[src/rtl/seg_xlat_pkg.sv]
package seg_xlat_pkg;

   typedef enum logic [1:0] {
      OUTC_MISS  = 2'd0,
      OUTC_HIT   = 2'd1,
      OUTC_FAULT = 2'd2
   } outcome_e;

   function automatic int idx_width(input int n);
      return (n > 1) ? $clog2(n) : 1;
   endfunction

endpackage

[src/rtl/seg_xlat_store.sv]
module seg_xlat_store #(
   parameter int N     = 16,
   parameter int TAG_W = 12,
   parameter int PPN_W = 12,
   localparam int IDX_W = seg_xlat_pkg::idx_width(N)
) (
   input  logic             clk,
   input  logic             rst_n,
   input  logic             flush,
   input  logic             wr_en,
   input  logic [IDX_W-1:0] wr_idx,
   input  logic [TAG_W-1:0] wr_tag,
   input  logic [PPN_W-1:0] wr_ppn,
   input  logic             wr_rd,
   input  logic             wr_wr,
   input  logic [TAG_W-1:0] lk_tag,
   input  logic [TAG_W-1:0] fl_tag,
   output logic [N-1:0]     lk_match,
   output logic [N-1:0]     fl_match,
   output logic [N-1:0]     valid_vec,
   output logic [PPN_W-1:0] sel_ppn,
   output logic             sel_rd,
   output logic             sel_wr
);

   logic [N-1:0][PPN_W-1:0] ppn_flat;
   logic [N-1:0]            rd_flat;
   logic [N-1:0]            wr_flat;

   for (genvar i = 0; i < N; i++) begin : g_ent
      logic             v_q;
      logic [TAG_W-1:0] tag_q;
      logic [PPN_W-1:0] ppn_q;
      logic             rd_q;
      logic             wr_q;
      logic             sel_here;

      assign sel_here = wr_en && (wr_idx == IDX_W'(i));

      always_ff @(posedge clk) begin
         if (!rst_n || flush) begin
            v_q <= 1'b0;
         end else if (sel_here) begin
            v_q <= 1'b1;
         end
      end

      always_ff @(posedge clk) begin
         if (!rst_n) begin
            tag_q <= '0;
            ppn_q <= '0;
            rd_q  <= 1'b0;
            wr_q  <= 1'b0;
         end else if (sel_here && !flush) begin
            tag_q <= wr_tag;
            ppn_q <= wr_ppn;
            rd_q  <= wr_rd;
            wr_q  <= wr_wr;
         end
      end

      assign lk_match[i]  = v_q && (tag_q == lk_tag);
      assign fl_match[i]  = v_q && (tag_q == fl_tag);
      assign valid_vec[i] = v_q;
      assign ppn_flat[i]  = ppn_q;
      assign rd_flat[i]   = rd_q;
      assign wr_flat[i]   = wr_q;
   end

   always_comb begin
      sel_ppn = '0;
      sel_rd  = 1'b0;
      sel_wr  = 1'b0;
      for (int i = 0; i < N; i++) begin
         if (lk_match[i]) begin
            sel_ppn = sel_ppn | ppn_flat[i];
            sel_rd  = sel_rd  | rd_flat[i];
            sel_wr  = sel_wr  | wr_flat[i];
         end
      end
   end

   // the victim rule keeps keys unique, so a lookup matches at most one entry
   p_unique_match_r2: assert property (@(posedge clk) disable iff (!rst_n)
      $onehot0(lk_match));

   // one flush cycle empties the array
   p_flush_empties_r10: assert property (@(posedge clk) disable iff (!rst_n)
      flush |=> (valid_vec == '0));

   // an accepted write leaves its target entry valid
   p_write_lands_r9: assert property (@(posedge clk) disable iff (!rst_n)
      (wr_en && !flush) |=> valid_vec[$past(wr_idx)]);

endmodule

[src/rtl/seg_xlat_victim.sv]
module seg_xlat_victim #(
   parameter int N = 16,
   localparam int IDX_W = seg_xlat_pkg::idx_width(N)
) (
   input  logic             clk,
   input  logic             rst_n,
   input  logic             flush,
   input  logic             commit,
   input  logic [N-1:0]     valid_vec,
   input  logic [N-1:0]     key_match,
   output logic [IDX_W-1:0] vic_idx
);

   localparam logic [IDX_W-1:0] LAST = IDX_W'(N - 1);

   logic [IDX_W-1:0] ptr_q;
   logic [IDX_W-1:0] match_idx;
   logic [IDX_W-1:0] free_idx;
   logic             any_match;
   logic             any_free;
   logic             advance;

   assign any_match = |key_match;
   assign any_free  = ~&valid_vec;

   always_comb begin
      match_idx = '0;
      for (int i = 0; i < N; i++) begin
         if (key_match[i]) match_idx = IDX_W'(i);
      end
   end

   // downward scan so the last assignment wins with the lowest empty index
   always_comb begin
      free_idx = '0;
      for (int i = N - 1; i >= 0; i--) begin
         if (!valid_vec[i]) free_idx = IDX_W'(i);
      end
   end

   always_comb begin
      if (any_match)     vic_idx = match_idx;
      else if (any_free) vic_idx = free_idx;
      else               vic_idx = ptr_q;
   end

   assign advance = commit && !any_match && !any_free;

   always_ff @(posedge clk) begin
      if (!rst_n || flush) begin
         ptr_q <= '0;
      end else if (advance) begin
         ptr_q <= (ptr_q == LAST) ? '0 : ptr_q + 1'b1;
      end
   end

   // a fresh key never displaces a valid entry while an empty one exists
   p_empty_first_r7: assert property (@(posedge clk) disable iff (!rst_n)
      (commit && !any_match && any_free) |-> !valid_vec[vic_idx]);

   // a present key is rewritten where it already lives
   p_rewrite_in_place_r9: assert property (@(posedge clk) disable iff (!rst_n)
      (commit && any_match) |-> key_match[vic_idx]);

   // a replacing fill moves the pointer on
   p_rr_moves_r8: assert property (@(posedge clk) disable iff (!rst_n)
      (advance && !flush) |=> (ptr_q != $past(ptr_q)));

endmodule

[src/rtl/seg_xlat_cache.sv]
module seg_xlat_cache #(
   parameter int ENTRIES = 16,
   parameter int SEG_W   = 4,
   parameter int VPN_W   = 8,
   parameter int OFF_W   = 12,
   parameter int PPN_W   = 12,
   parameter bit RSP_REG = 1'b1,
   localparam int TAG_W = SEG_W + VPN_W,
   localparam int PA_W  = PPN_W + OFF_W,
   localparam int IDX_W = seg_xlat_pkg::idx_width(ENTRIES)
) (
   input  logic             clk,
   input  logic             rst_n,
   input  logic             flush,
   input  logic             lk_valid,
   input  logic             lk_write,
   input  logic [SEG_W-1:0] lk_seg,
   input  logic [VPN_W-1:0] lk_vpn,
   input  logic [OFF_W-1:0] lk_off,
   input  logic             fill_valid,
   input  logic [SEG_W-1:0] fill_seg,
   input  logic [VPN_W-1:0] fill_vpn,
   input  logic [PPN_W-1:0] fill_ppn,
   input  logic             fill_rd,
   input  logic             fill_wr,
   output logic             rsp_valid,
   output logic             rsp_hit,
   output logic             rsp_miss,
   output logic             rsp_fault,
   output logic [PA_W-1:0]  rsp_paddr
);
   import seg_xlat_pkg::*;

   if (ENTRIES < 2)                  begin : g_chk_n   $error("ENTRIES must be at least 2"); end
   if (SEG_W < 1 || VPN_W < 1)       begin : g_chk_k   $error("key fields need width");      end
   if (OFF_W < 1 || PPN_W < 1)       begin : g_chk_a   $error("address fields need width");  end

   logic [TAG_W-1:0]   lk_tag;
   logic [TAG_W-1:0]   fl_tag;
   logic [ENTRIES-1:0] lk_match;
   logic [ENTRIES-1:0] fl_match;
   logic [ENTRIES-1:0] valid_vec;
   logic [PPN_W-1:0]   sel_ppn;
   logic               sel_rd;
   logic               sel_wr;
   logic [IDX_W-1:0]   vic_idx;
   logic               commit;

   assign lk_tag = {lk_seg, lk_vpn};
   assign fl_tag = {fill_seg, fill_vpn};
   assign commit = fill_valid && !flush;

   seg_xlat_store #(.N(ENTRIES), .TAG_W(TAG_W), .PPN_W(PPN_W)) u_store (
      .clk       (clk),
      .rst_n     (rst_n),
      .flush     (flush),
      .wr_en     (commit),
      .wr_idx    (vic_idx),
      .wr_tag    (fl_tag),
      .wr_ppn    (fill_ppn),
      .wr_rd     (fill_rd),
      .wr_wr     (fill_wr),
      .lk_tag    (lk_tag),
      .fl_tag    (fl_tag),
      .lk_match  (lk_match),
      .fl_match  (fl_match),
      .valid_vec (valid_vec),
      .sel_ppn   (sel_ppn),
      .sel_rd    (sel_rd),
      .sel_wr    (sel_wr)
   );

   seg_xlat_victim #(.N(ENTRIES)) u_victim (
      .clk       (clk),
      .rst_n     (rst_n),
      .flush     (flush),
      .commit    (commit),
      .valid_vec (valid_vec),
      .key_match (fl_match),
      .vic_idx   (vic_idx)
   );

   outcome_e          outc;
   logic [PA_W-1:0]   pa_c;
   logic              permitted;

   assign permitted = lk_write ? sel_wr : sel_rd;

   always_comb begin
      if (!(|lk_match))  outc = OUTC_MISS;
      else if (permitted) outc = OUTC_HIT;
      else                outc = OUTC_FAULT;
   end

   assign pa_c = (outc == OUTC_HIT) ? {sel_ppn, lk_off} : '0;

   if (RSP_REG) begin : g_rsp_reg
      always_ff @(posedge clk) begin
         if (!rst_n) begin
            rsp_valid <= 1'b0;
            rsp_hit   <= 1'b0;
            rsp_miss  <= 1'b0;
            rsp_fault <= 1'b0;
            rsp_paddr <= '0;
         end else begin
            rsp_valid <= lk_valid;
            rsp_hit   <= lk_valid && (outc == OUTC_HIT);
            rsp_miss  <= lk_valid && (outc == OUTC_MISS);
            rsp_fault <= lk_valid && (outc == OUTC_FAULT);
            rsp_paddr <= lk_valid ? pa_c : '0;
         end
      end

      // the answer comes exactly one cycle after the request
      p_rsp_follows_r3: assert property (@(posedge clk) disable iff (!rst_n)
         lk_valid |=> rsp_valid);

      // no response without a request
      p_no_spurious_r6: assert property (@(posedge clk) disable iff (!rst_n)
         !lk_valid |=> !rsp_valid);
   end else begin : g_rsp_comb
      assign rsp_valid = lk_valid;
      assign rsp_hit   = lk_valid && (outc == OUTC_HIT);
      assign rsp_miss  = lk_valid && (outc == OUTC_MISS);
      assign rsp_fault = lk_valid && (outc == OUTC_FAULT);
      assign rsp_paddr = lk_valid ? pa_c : '0;
   end

   // each response carries exactly one outcome
   p_one_outcome_r6: assert property (@(posedge clk) disable iff (!rst_n)
      rsp_valid |-> $onehot({rsp_hit, rsp_miss, rsp_fault}));

   // no address leaks out on a miss or a fault
   p_paddr_quiet_r4: assert property (@(posedge clk) disable iff (!rst_n)
      (rsp_valid && !rsp_hit) |-> (rsp_paddr == '0));

endmodule

[config.mk]
export PLATFORM = sky130hd
export DESIGN_NAME = seg_xlat_cache
export DESIGN_NICKNAME = d
export VERILOG_FILES = /design/src/rtl/seg_xlat_pkg.sv /design/src/rtl/seg_xlat_store.sv /design/src/rtl/seg_xlat_victim.sv /design/src/rtl/seg_xlat_cache.sv
export SDC_FILE = /design/constraint.sdc
export NUM_CORES = 1
export LEC_CHECK = 0
export BUFFER_PORTS_ARGS = -buffer_cell sky130_fd_sc_hd__buf_4
export CELL_PAD_IN_SITES_DETAIL_PLACEMENT = 1
export CELL_PAD_IN_SITES_GLOBAL_PLACEMENT = 2
export CORE_ASPECT_RATIO = 0.9
export CORE_MARGIN = 4
export CORE_UTILIZATION = 38
export DETAILED_ROUTE_END_ITERATION = 6
export MAX_ROUTING_LAYER = met4
export PLACE_DENSITY = 0.81
export SLEW_MARGIN = 20
export SYNTH_ARGS = -nofsm -noshare
export SYNTH_HDL_FRONTEND = slang
export SYNTH_HIERARCHICAL = 1
export SYNTH_SLANG_ARGS = --single-unit
[constraint.sdc]
create_clock -name clk -period 5.7 [get_ports clk]
set_clock_uncertainty 0.15 [all_clocks]
set_input_delay 0.855 -clock clk [delete_from_list [all_inputs] [get_ports clk]]
set_output_delay 0.855 -clock clk [all_outputs]
set_load 0.03 [all_outputs]
==> run metrics <==
average cell area after synthesis 7.979 sq um; Worst Setup Start Kind input port; RSZ-0062 raised after global routing no; post_cts resized 0; area grow syn2layout 11.73%; CP max FO 26; most used cell along the critical path buf_4; Max clock buf depth 3; setup TNS 0 ns; share of the synthesized area in the top cell type 0.3574; hold endpoint u_store/g_ent[8].ppn_q[11]; relative max-transition margin 0.2324; Yosys cell types 52; routed len/inst 25.86 um; sequential-to-total area share from yosys stat 0.3574; Mapped Cells 3257; largest stage delay on the critical path 0.56 ns; fin util 0.4312; PD cells 263.5 nW/um^2; total iterations of the first detailed-routing run 7; Layout Nets 3246; gpl congestion 0.9393; area occupied by multi-input gates 15140 sq um; worst vdd ir 216.6 uV; Synth Cell Area 25990 sq um; fin crit period 4.855 ns; Register Area 9290 sq um; # fillers 7997; initial antenna violation count 3; fin. max-slew vios 0; via count 24140; Post-DRT Antenna Nets 0; RR Startpoint u_store/g_ent[0].v_q; largest net degree at the start of global routing 242; vias in the first global route 24940; # IOs 84; Worst path slowest cell or4_1; total of max-cap violations 0; ys async rst share 0; Total GRT Usage 0.2883; WP data arrival 5.21 ns; I/O Buffers 83; Starting Density 0.3859; Post-Route WL 106200 um; first-pass GRT wire length 158100 um; cell taking the most area after synthesis dfxtp_1; final hold vios 0; syn nets 3314; reg-to-reg setup timing slack 1.04 ns; hold buffer count at CTS 0; CTS buffer count 55; reg2reg path depth 9; worst min path class reg2reg; Cell Rows 90; clk slew on worst S/H paths 0.06 ns; status finished clean; CTS H-tree lvls 2; Post-synth EDFFs 0; Crit Path Category in2reg; vias per cell 5.875; CP required 6.06 ns; clock sink total 464; crit share post-route 0.8518; top area cells in the synthesized netlist dfxtp_1 (36%), nand2_1 (13%), a21boi_0 (11%); root buf cell clkbuf_16; Synth Flop Type dfxtp_1; P_leak 10.42 nW; flops & latches, synth 464; RR Endpoint u_store/g_ent[15].tag_q[6]; Slew @ Worst Pin 1.150 ns; total grt overflow 0; Max Clock Freq 206.0 MHz; layout cells sized above 1 0.1144; DRC violations left 0; hold depth 2; DP HPWL 69410 um; Synth Warn # 6; setup violators final 0; Setup Buffers After CTS 0; worst-path cell chain buf_4, buf_4, xor2_1, nor4_1, nand3_1, nor3_1, or4_1, nor4b_4, o31ai_1, o31ai_1, and3_1, nand2b_1, nor2_2, buf_4, nand2_1, a21boi_0; Skew-Pair Late Insertion Delay 0.62 ns; TritonCTS clock tree built; hold path startpoint u_store/g_ent[8].ppn_q[11]; chip height 256.1 um; die extent in x 283.7 um; drt first-iter violations 1887; die area 72650 sq um; Core Footprint 67340 sq um; crit path capture type flop
power breakdown:
part,switching (mW),leakage (nW),internal [mW]
sequential,0.00874,3.74,3.25
clock,1.50,0.964,2.30
combinational,0.408,5.72,0.184
total,1.92,10.4,5.73
sequential cells by signal (all words and copies together) (netlist names):
signal and flops:
u_store/g_ent.rd_q 16, u_store/g_ent.ppn_q 192, u_store/g_ent.v_q 16, rsp_hit 1
u_store/g_ent.wr_q 16, u_victim/ptr_q 4, rsp_paddr 24, rsp_miss 1
u_store/g_ent.tag_q 192, rsp_fault 1, rsp_valid 1
critical path: cells and delay by family:
kind | cells | cell delay [ns]
simple gates | 9 | 2.13
buf+inv | 3 | 1.11
compound gates | 3 | 0.90
xor+xnor | 1 | 0.17
metal layers:
| layer | GRT usage | up-vias | part of all wire |
|---|---|---|---|
| met5 | - | - | 0 |
| met4 | 0.08611 | 0 | 0.031 |
| met3 | 0.04488 | 215 | 0.058 |
| met2 | 0.4726 | 731 | 0.47 |
| met1 | 0.3683 | 12180 | 0.44 |
| li1 | - | 11010 | - |
layout by cell type, fill, tap and decap left out, drive strengths merged, types with 4 or more instances in the layout:
cell	instances
xor2	229
or4	21
nor4	51
nand2b	10
a21oi	22
nor2b	9
nor3	33
bufinv	5
o21ai	4
nor3b	26
clkbuf	83
nand2	868
o31ai	5
a21boi	416
nand3	52
nor2	56
xnor2	156
buf	202
dfxtp	464
o2111ai	56
inv	7
nand4	250
clkinv	10
and3	170
cell families after synthesis:
| logic type | after synthesis | synth area share |
|---|---|---|
| multiplexers | 2 | 0.0007703 |
| AO/OA/AOI/OAI | 518 | 0.1506 |
| flip-flops | 464 | 0.3574 |
| adder cells (fa/ha/maj) | 1 | 0.0004814 |
| XOR/XNOR | 385 | 0.1329 |
| buffers and inverters | 334 | 0.06230 |
| AND/OR/NAND/NOR | 1553 | 0.2955 |
through the flow:
step,setup WS [ns],hold WS [ns],power [mW],area (sq um),instances
4_1_cts,0.8683,0.3085,7.712,29020,4107
6_report,0.8445,0.3055,7.653,29040,4109
5_1_grt,0.6519,0.3284,7.876,29040,4109
3_3_place_gp,0.5336,0.2877,3.901,27060,4006
2_1_floorplan,0.8968,0.2806,3.699,25990,3257
3_5_place_dp,0.3106,0.2998,3.910,27070,4006
area by class of cell:
cell class / count / share of cell area
diodes: 2 / 0.0001724
clock inverters: 18 / 0.007670
repair buffers: 202 / 0.05291
flip-flops and latches: 464 / 0.3199
inverters: 7 / 0.0009049
multi-input cells: 2459 / 0.5214
well taps: 874 / 0.03766
clock buffers: 83 / 0.05938
synthesized netlist by cell type, drive strengths merged, types with 3 or more instances:
cell     number
buf         106
nand2       868
and3        170
inv           7
nor4         51
clkbuf      221
o21ai         4
a31oi         3
nor3b        26
o2111ai      56
or4          21
nor2b         9
and2          3
dfxtp       464
nand4       250
nand3        52
o31ai         5
a21boi      416
xor2        229
nor2         56
a211oi        3
a21oi        22
xnor2       156
nor3         33
nand2b       10
worst max-delay path by stage:
stage	endpoint	start	slack [ns]	depth (start not counted)
floorplan	u_store/g_ent[13].ppn_q[10]	fill_seg[0]	0.90	17
global placement	u_store/g_ent[12].ppn_q[3]	fill_vpn[7]	0.53	16
detailed placement	u_store/g_ent[15].tag_q[6]	fill_vpn[6]	0.31	14
CTS	u_store/g_ent[15].tag_q[6]	u_store/g_ent[1].v_q	0.87	10
global route	u_store/g_ent[12].ppn_q[3]	fill_vpn[7]	0.65	16
finish	u_store/g_ent[15].tag_q[6]	fill_vpn[7]	0.84	16
Note: power is estimated with default switching activity, not from simulation.
